--- src/rtl/disp_fifo_pkg.sv ---
package disp_fifo_pkg;
  localparam int unsigned ADDR_BITS    = 3;
  localparam logic [ADDR_BITS-1:0] ADDR_CTRL_STAT = 3'd5;
  localparam logic [ADDR_BITS-1:0] ADDR_DATA      = 3'd6;

  localparam int unsigned ST_EN    = 3;
  localparam int unsigned ST_EMPTY = 4;
  localparam int unsigned ST_BUSY  = 5;
  localparam int unsigned ST_FULL  = 6;
  localparam int unsigned ST_IRQ   = 7;
  localparam int unsigned ST_OVF   = 8;
endpackage

--- src/rtl/disp_rst_sync.sv ---
module disp_rst_sync #(
  parameter int unsigned STAGES = 2
) (
  input  logic clk,
  input  logic rst_n,
  output logic rst_sn
);
  logic [STAGES-1:0] chain_q;
  logic [STAGES-1:0] chain_d;

  always_comb begin
    chain_d = {chain_q[STAGES-2:0], 1'b1};
  end

  always_ff @(posedge clk or negedge rst_n) begin
    if (!rst_n) chain_q <= '0;
    else        chain_q <= chain_d;
  end

  assign rst_sn = chain_q[STAGES-1];
endmodule

--- src/rtl/disp_word_fifo.sv ---
module disp_word_fifo #(
  parameter int unsigned WIDTH = 36,
  parameter int unsigned DEPTH = 16,
  localparam int unsigned PTR_W = (DEPTH > 1) ? $clog2(DEPTH) : 1,
  localparam int unsigned CNT_W = $clog2(DEPTH + 1)
) (
  input  logic             clk,
  input  logic             rst_n,
  input  logic             push,
  input  logic [WIDTH-1:0] wdata,
  input  logic             pop,
  output logic [WIDTH-1:0] rdata,
  output logic             empty,
  output logic             full,
  output logic [CNT_W-1:0] fill
);
  localparam logic [PTR_W-1:0] LAST_PTR  = PTR_W'(DEPTH - 1);
  localparam logic [CNT_W-1:0] FULL_FILL = CNT_W'(DEPTH);

  logic [WIDTH-1:0] mem [DEPTH];
  logic [PTR_W-1:0] wr_ptr_q, wr_ptr_d;
  logic [PTR_W-1:0] rd_ptr_q, rd_ptr_d;
  logic [CNT_W-1:0] fill_q, fill_d;
  logic             do_push, do_pop;

  assign empty   = (fill_q == '0);
  assign full    = (fill_q == FULL_FILL);
  assign do_push = push && !full;
  assign do_pop  = pop && !empty;

  always_comb begin
    wr_ptr_d = wr_ptr_q;
    rd_ptr_d = rd_ptr_q;
    fill_d   = fill_q;
    if (do_push) wr_ptr_d = (wr_ptr_q == LAST_PTR) ? '0 : wr_ptr_q + 1'b1;
    if (do_pop)  rd_ptr_d = (rd_ptr_q == LAST_PTR) ? '0 : rd_ptr_q + 1'b1;
    case ({do_push, do_pop})
      2'b10:   fill_d = fill_q + 1'b1;
      2'b01:   fill_d = fill_q - 1'b1;
      default: fill_d = fill_q;
    endcase
  end

  always_ff @(posedge clk or negedge rst_n) begin
    if (!rst_n) begin
      wr_ptr_q <= '0;
      rd_ptr_q <= '0;
      fill_q   <= '0;
    end else begin
      wr_ptr_q <= wr_ptr_d;
      rd_ptr_q <= rd_ptr_d;
      fill_q   <= fill_d;
    end
  end

  always_ff @(posedge clk) begin
    if (do_push) mem[wr_ptr_q] <= wdata;
  end

  assign rdata = mem[rd_ptr_q];
  assign fill  = fill_q;
endmodule

--- src/rtl/disp_regs.sv ---
module disp_regs
  import disp_fifo_pkg::*;
#(
  parameter int unsigned DATA_W = 36,
  parameter int unsigned ADDR_W = 3
) (
  input  logic              clk,
  input  logic              rst_n,
  input  logic [ADDR_W-1:0] reg_addr,
  input  logic              reg_wr,
  input  logic              reg_rd,
  input  logic [DATA_W-1:0] reg_wdata,
  output logic [DATA_W-1:0] reg_rdata,
  input  logic              dev_busy,
  input  logic              fifo_empty,
  input  logic              fifo_full,
  output logic              push,
  output logic              irq
);
  logic en_q, en_d;
  logic ovf_q, ovf_d;
  logic ctrl_wr, data_wr, stat_rd;
  logic [DATA_W-1:0] status;

  assign ctrl_wr = reg_wr && (reg_addr == ADDR_W'(ADDR_CTRL_STAT));
  assign data_wr = reg_wr && (reg_addr == ADDR_W'(ADDR_DATA));
  assign stat_rd = reg_rd && (reg_addr == ADDR_W'(ADDR_CTRL_STAT));
  assign push    = data_wr;

  always_comb begin
    en_d  = en_q;
    ovf_d = ovf_q;
    if (ctrl_wr)              en_d  = reg_wdata[ST_EN];
    if (data_wr && fifo_full) ovf_d = 1'b1;
  end

  always_ff @(posedge clk or negedge rst_n) begin
    if (!rst_n) begin
      en_q  <= 1'b0;
      ovf_q <= 1'b0;
    end else begin
      en_q  <= en_d;
      ovf_q <= ovf_d;
    end
  end

  always_comb begin
    status           = '0;
    status[ST_EN]    = en_q;
    status[ST_EMPTY] = fifo_empty;
    status[ST_BUSY]  = dev_busy;
    status[ST_FULL]  = fifo_full;
    status[ST_IRQ]   = en_q & fifo_empty;
    status[ST_OVF]   = ovf_q;
  end

  assign reg_rdata = stat_rd ? status : '0;
  assign irq       = en_q & fifo_empty;
endmodule

--- src/rtl/disp_fifo_port.sv ---
module disp_fifo_port #(
  parameter int unsigned DATA_W = 36,
  parameter int unsigned DEPTH  = 16,
  parameter int unsigned ADDR_W = 3,
  localparam int unsigned CNT_W = $clog2(DEPTH + 1)
) (
  input  logic              clk,
  input  logic              rst_n,
  input  logic [ADDR_W-1:0] reg_addr,
  input  logic              reg_wr,
  input  logic              reg_rd,
  input  logic [DATA_W-1:0] reg_wdata,
  output logic [DATA_W-1:0] reg_rdata,
  input  logic              dev_busy,
  output logic              out_valid,
  output logic [DATA_W-1:0] out_data,
  input  logic              out_ready,
  output logic              irq
);
  logic             rst_sn;
  logic             push;
  logic             fifo_empty, fifo_full;
  logic [CNT_W-1:0] fill;

  disp_rst_sync #(.STAGES(2)) u_rst (
    .clk    (clk),
    .rst_n  (rst_n),
    .rst_sn (rst_sn)
  );

  disp_regs #(.DATA_W(DATA_W), .ADDR_W(ADDR_W)) u_regs (
    .clk        (clk),
    .rst_n      (rst_sn),
    .reg_addr   (reg_addr),
    .reg_wr     (reg_wr),
    .reg_rd     (reg_rd),
    .reg_wdata  (reg_wdata),
    .reg_rdata  (reg_rdata),
    .dev_busy   (dev_busy),
    .fifo_empty (fifo_empty),
    .fifo_full  (fifo_full),
    .push       (push),
    .irq        (irq)
  );

  disp_word_fifo #(.WIDTH(DATA_W), .DEPTH(DEPTH)) u_fifo (
    .clk   (clk),
    .rst_n (rst_sn),
    .push  (push),
    .wdata (reg_wdata),
    .pop   (out_ready),
    .rdata (out_data),
    .empty (fifo_empty),
    .full  (fifo_full),
    .fill  (fill)
  );

  assign out_valid = !fifo_empty;
endmodule

--- config.mk ---
export PLATFORM = sky130hd
export DESIGN_NAME = disp_fifo_port
export DESIGN_NICKNAME = d
export VERILOG_FILES = /design/src/rtl/disp_fifo_pkg.sv /design/src/rtl/disp_rst_sync.sv /design/src/rtl/disp_word_fifo.sv /design/src/rtl/disp_regs.sv /design/src/rtl/disp_fifo_port.sv
export SDC_FILE = /design/constraint.sdc
export NUM_CORES = 1
export LEC_CHECK = 0
export CAP_MARGIN = 20
export CORE_MARGIN = 1.5
export CORE_UTILIZATION = 50
export DETAILED_ROUTE_END_ITERATION = 6
export PLACE_DENSITY = 0.77
export SYNTH_ARGS = -nofsm -noshare
export SYNTH_HDL_FRONTEND = slang
export SYNTH_SLANG_ARGS = --single-unit
--- constraint.sdc ---
create_clock -name clk -period 2.8 [get_ports clk]
set_input_delay 0.7 -clock clk [delete_from_list [all_inputs] [get_ports clk]]
set_output_delay 0.7 -clock clk [all_outputs]
set_load 0.01 [all_outputs]
* Word-level counts from Yosys, hierarchy flattened
Memory sizes are Yosys's and may differ from the RTL's.
Cells that the tools add are included.
** Operators by class
- $add $sub $neg :: 4
- Eq/ne operators :: 7
- Multiplexer cells :: 6
- Bitwise gates (word level) :: 1
- Reduce and logical (&&, ||, !) cells :: 10
** Operators with widths (number)
- $pmux W5 S2 :: 1
- $mux W9 :: 1
- $add A4 B1 Y4 const B :: 2
- $eq A4 B4 Y1 const B :: 2
- $mux W4 :: 2
- $eq A3 B3 Y1 const B :: 2
- $logic_and A1 B1 Y1 :: 6
- $add A5 B1 Y5 const B :: 1
- $eq A5 B5 Y1 const B :: 1
- $logic_not A5 Y1 :: 1
- $sub A5 B1 Y5 const B :: 1
- $eq A2 B1 Y1 const B :: 1
- $eq A2 B2 Y1 const B :: 1
- $logic_not A1 Y1 :: 2
- $mux W1 :: 2
- $reduce_bool A2 Y1 :: 1
- $and A1 B1 Y1 :: 1
** Storage, ports and cells
- Flip-flop bits (word level) :: 17
- Memory bits (writable) :: 576
- Input bits :: 45
- Output and inout port bits :: 74
- Logic and storage cells :: 35
- Memories :: 1
** Memories
- u_fifo.mem :: depth 16, bits a word 36, read ports 1, clocked after memory_dff 0, wr ports 1, line disp_word_fifo.sv:20 : logic [WIDTH-1:0] mem [DEPTH];

* Logic depth before layout (Yosys ltp)
- Depth after elaboration :: 5
- Mapped depth :: 13
- Gate-level depth less buffers :: 11

* Hierarchy
A second synthesis with hierarchy kept.
** Second synthesis, totals
- Cells, all modules :: 1034
- Area total of the unflattened synthesis :: 22838.2 um2
** By module, submodules not included
- disp_word_fifo :: times used 1, cells each 985, area each 22407.7 um2, seq. area each 17621.9 um2
- disp_regs :: times used 1, cells each 45, area each 372.9 um2, seq. area each 50.0 um2
- disp_rst_sync :: times used 1, cells each 3, area each 53.8 um2, seq. area each 50.0 um2
- disp_fifo_port :: times used 1, cells each 1, area each 3.8 um2, seq. area each 0.0 um2

* Worst setup path after synthesis
No wires, ideal clock.
- Path type :: input-to-reg
- From :: in reg_addr[0]
- To :: mem u_fifo.mem[0][0], enable pin
- Setup time :: 0.474 ns
- Data arrival time :: 3.923 ns
- Data required time :: 2.326 ns
- Path slack :: -1.597 ns
- Cell stages on the path :: 5
- Path buffers :: 1
- Cell sequence :: nand4b_1 a21oi_1 clkbuf_1 nand2_1 nor3_1
** On the way
- Word-level cells in the longest chain between the ends :: 5
** RTL lines
- start, declared :: line disp_fifo_port.sv:9 : input logic [ADDR_W-1:0] reg_addr,
- $eq A3 B3 Y1 :: line disp_regs.sv:26 : assign data_wr = reg_wr && (reg_addr == ADDR_W'(ADDR_DATA));
- $logic_and A1 B1 Y1 :: line disp_regs.sv:26
- $logic_and A1 B1 Y1 :: line disp_word_fifo.sv:28 : assign do_push = push && !full;
- $mux W1 :: line disp_word_fifo.sv:57 : if (do_push) mem[wr_ptr_q] <= wdata;
- $mux W1 (not written as such) :: line disp_word_fifo.sv:57
- end, declared :: line disp_word_fifo.sv:20
Every way passes these cells.

* Final worst setup path
- From :: reg u_fifo.rd_ptr_q[0]
- To :: out out_data[17]
** On the way
- Word-level cells in the longest chain between the ends :: 1
** RTL lines
- start, declared :: line disp_word_fifo.sv:22 : logic [PTR_W-1:0] rd_ptr_q, rd_ptr_d;
- start signal, assigned :: line disp_word_fifo.sv:51 : rd_ptr_q <= rd_ptr_d;
- $mem_v2 Z16 W36
- end, declared :: line disp_fifo_port.sv:16 : output logic [DATA_W-1:0] out_data,
Every way passes these cells.

==> key figures <==
CTS
  • Clock latency on the worst-skew pair: 640 ps
  • Clock tree buffer depth: 3
  • Clock buffers created by TritonCTS: 56
  • Clock root cell: clkbuf_16
  • Hold-fix buffers, CTS: 0
  • Clock Pin Slew Worst Setup and Hold Paths: 70 ps
  • CTS H-tree lvls: 2
  • CTS tree: done
  • Clock sinks: 593

Global route
  • Pin count of the biggest net entering global routing: 39
  • GR Util All Layers: 0.234
  • Initial antenna violation count: 0
  • Global-route wire length before repair: 81,200 um
  • Vias in the first global route: 12.9k
  • Total grt overflow: 0

Final layout
  • Nets@finish: 1,498
  • Layout cells sized above 1: 0.347
  • Leading cell type in the layout, fill and taps excluded: edfxtp_1
  • Final Non-Filler Cells: 2,091
  • Final core utilization: 0.648
  • Most frequent cells in the layout: 576 x edfxtp_1, 127 x mux2i_1, 72 x mux4_2, 72 x buf_4, 62 x clkbuf_16
  • P&R area growth vs syn: 27.1%
  • Inserted Diodes: 0
  • Filler cells: 2,830

Yosys
  • Post-synthesis xor/xnor area fraction: 0.00264
  • Synth Register Bits: 593
  • Syn_area_per_cell: 19.5 sq um
  • Synth Area in Simple Gates: 0.0182
  • Cell variety after synth: 44
  • Post-Syn Instances: 1,192
  • Cell Area, Synth: 0.0232 sq mm
  • Post-synthesis adder-cell area fraction: 0.00431
  • Largest family of logic cells by synthesized area: multiplexers
  • Post-synthesis mux area share: 0.134
  • Post-synth EDFFs: 576
  • Synth Flop Type: edfxtp_1
  • Seq/Total Area, Yosys: 0.763
  • Asr flop ratio synth: 0.0287
  • Synth Area in Compound Gates: 0.0530
  • Synth Warn #: 0

Status
  • Failing checks: setup timing
  • Status: finished with violations

Routing
  • Drt drc: 0
  • DRT Pass-1 Iters: 5
  • Vias per inst: 6.17
  • Initial DRC Count: 1,363
  • Routed Antenna Nets: 0
  • Detailed Route WL: 58,300 um
  • Vias: 12.9k
  • Routed WL per cell: 27.9 um

Worst setup path
  • R2R setup slack: 150 ps
  • Worst reg2reg endpoint: u_fifo.fill[4]$_DFFE_PN0P_
  • CP Data Required Time: 2100 ps
  • Crit path max fanout: 6
  • Nature of the critical path endpoint: primary output
  • CP endpoint: out_data[17]
  • Critical path type: flop to primary output
  • Reg2reg start: u_fifo.fill[3]$_DFFE_PN0P_
  • CP Data Arrival Time: 2550 ps
  • Crit. Startpoint: u_fifo.rd_ptr_q[0]$_DFFE_PN0P_
  • Worst reg2reg path depth: 13
  • Setup crit start kind: flop

Timing
  • Setup TNS Final: -13,110 ps
  • Final setup viols: 36
  • Fmax: 308 MHz
  • RSZ-0062 raised after global routing: yes
  • Final worst slack: -447 ps
  • Final hold vios: 0
  • Minimum clock period: 3250 ps
  • Max Slew Vio Count: 0
  • Max_slew headroom: 0.551
  • Clk_skew: 30.6 ps
  • Period utilization: 1.16
  • Measured slew at the worst slew-check pin: 674 ps

Floorplanning
  • Core Footprint: 0.0456 sq mm
  • Cell row count: 78
  • # IOs: 119
  • Initial Utilization: 0.509
  • Die Wd: 219 um
  • Die area: 0.0477 sq mm
  • Chip Height: 219 um

Placed design
  • Gpl congestion: 0.731
  • Port bufs: 88
  • Placed cell count: 1,919
  • Post-DP HPWL: 28,500 um

Power
  • Leak Pwr: 0.0101 uW
  • P per Cell Area: 988 mW/mm^2
  • Highest ir drop seen on vdd: 0.000725 V

Job
  • Max-cap viol count: 0

Hold path
  • Hold Crit Class: input pin to asynchronous set/reset pin
layout make-up:
class	instances	area (sq um)	area share
Timing Repair Buffer	262	3160	0.107
Tap cell	600	751	0.0254
Multi-Input combinational cell	525	6000	0.203
Sequential cell	593	17700	0.601
Clock inverter	41	423	0.0143
Clock buffer	63	1430	0.0484
Inverter	7	26.3	0.000890
cell families after synthesis:
group | after synthesis
other | 2
XOR/XNOR | 7
adder cells (fa/ha/maj) | 8
AND/OR/NAND/NOR | 94
buffers and inverters | 103
multiplexers | 220
flip-flops | 593
AO/OA/AOI/OAI | 165
worst max-delay path, stage by stage, from the launching register on:
cell and delay [ps]:
dfrtp_4 530, buf_12 170, buf_8 130, buf_12 130, buf_6 120, mux4_2 440, a22oi_2 170, nand2_1 90
buf_2 140
report_power, final:
| part | switching (uW) | total [uW] | internal (uW) |
|---|---|---|---|
| logic | 5770 | 11300 | 5560 |
| clock network | 3360 | 7700 | 4340 |
| registers | 197 | 10100 | 9950 |
| total | 9330 | 29200 | 19800 |
layer usage:
| metal | wire length, um | part of all wire | GRT usage | up-vias |
|---|---|---|---|---|
| met4 | 1740 | 0.030 | 0.0752 | 0 |
| met3 | 4290 | 0.074 | 0.0351 | 123 |
| li1 | - | - | - | 5393 |
| met1 | 22600 | 0.39 | 0.315 | 6705 |
| met5 | 0 | 0 | 0 | - |
| met2 | 29600 | 0.51 | 0.394 | 686 |
synth_stat cells (2+ instances only):
| cell | number | share of area |
|---|---|---|
| and2_1 | 3 | 0.00081 |
| nor3_1 | 7 | 0.0015 |
| mux4_2 | 72 | 0.070 |
| xnor2_1 | 3 | 0.0011 |
| xor2_1 | 4 | 0.0015 |
| inv_1 | 6 | 0.00097 |
| nor2_1 | 18 | 0.0029 |
| nor2b_1 | 3 | 0.00081 |
| a21oi_1 | 4 | 0.00086 |
| buf_4 | 41 | 0.013 |
| a22oi_1 | 38 | 0.012 |
| a21o_1 | 3 | 0.00097 |
| clkbuf_1 | 34 | 0.0055 |
| edfxtp_1 | 576 | 0.74 |
| mux2_2 | 4 | 0.0019 |
| ha_1 | 8 | 0.0043 |
| nand2b_1 | 4 | 0.0011 |
| nand3_1 | 6 | 0.0013 |
| a221oi_1 | 72 | 0.027 |
| dfrtp_1 | 17 | 0.018 |
| o21ai_0 | 39 | 0.0084 |
| buf_2 | 17 | 0.0037 |
| conb_1 | 2 | 0.00032 |
| nand2_1 | 46 | 0.0074 |
| buf_1 | 3 | 0.00048 |
| mux2i_1 | 144 | 0.062 |
per-stage QoR:
step	power [uW]	instance area [sq um]	hold WS (ps)	worst slack (ps)
global placement	18500	26000	304	-286
detailed placement	18700	26000	308	-303
floorplan	15300	23400	187	-360
CTS	28100	29000	217	-545
finish	29200	29500	243	-447
global route	30100	29500	231	-528
sequential cells by signal, summed over array words and instances, names as in the netlist:
| name | cells |
|---|---|
| u_fifo.mem | 576 |
| u_fifo.fill | 5 |
| u_fifo.rd_ptr_q | 4 |
| u_fifo.wr_ptr_q | 4 |
| u_rst.chain_q | 2 |
| u_regs.en_q | 1 |
| u_regs.ovf_q | 1 |
worst min-delay path by stage:
| stage | startpoint | to | slack (ps) |
|---|---|---|---|
| final | rst_n | u_rst.chain_q[0]$_DFF_PN0_ | 240 |
| after CTS | rst_n | u_rst.chain_q[0]$_DFF_PN0_ | 220 |
| after global placement | u_rst.chain_q[1]$_DFF_PN0_ | u_regs.en_q$_DFFE_PN0P_ | 300 |
| after global routing | rst_n | u_rst.chain_q[1]$_DFF_PN0_ | 230 |
| after detailed placement | u_rst.chain_q[1]$_DFF_PN0_ | u_regs.ovf_q$_DFFE_PN0P_ | 310 |
| after floorplan | u_rst.chain_q[1]$_DFF_PN0_ | u_fifo.fill[0]$_DFFE_PN0P_ | 190 |
timing repair:
action,4_1_cts,5_1_grt
buffers inserted,30,27
gates resized for setup,304,109
cloned,13,6
endpoints found under the setup margin,44,41
pin swaps,78,77
No activity file was read; power rests on OpenSTA's default activity.
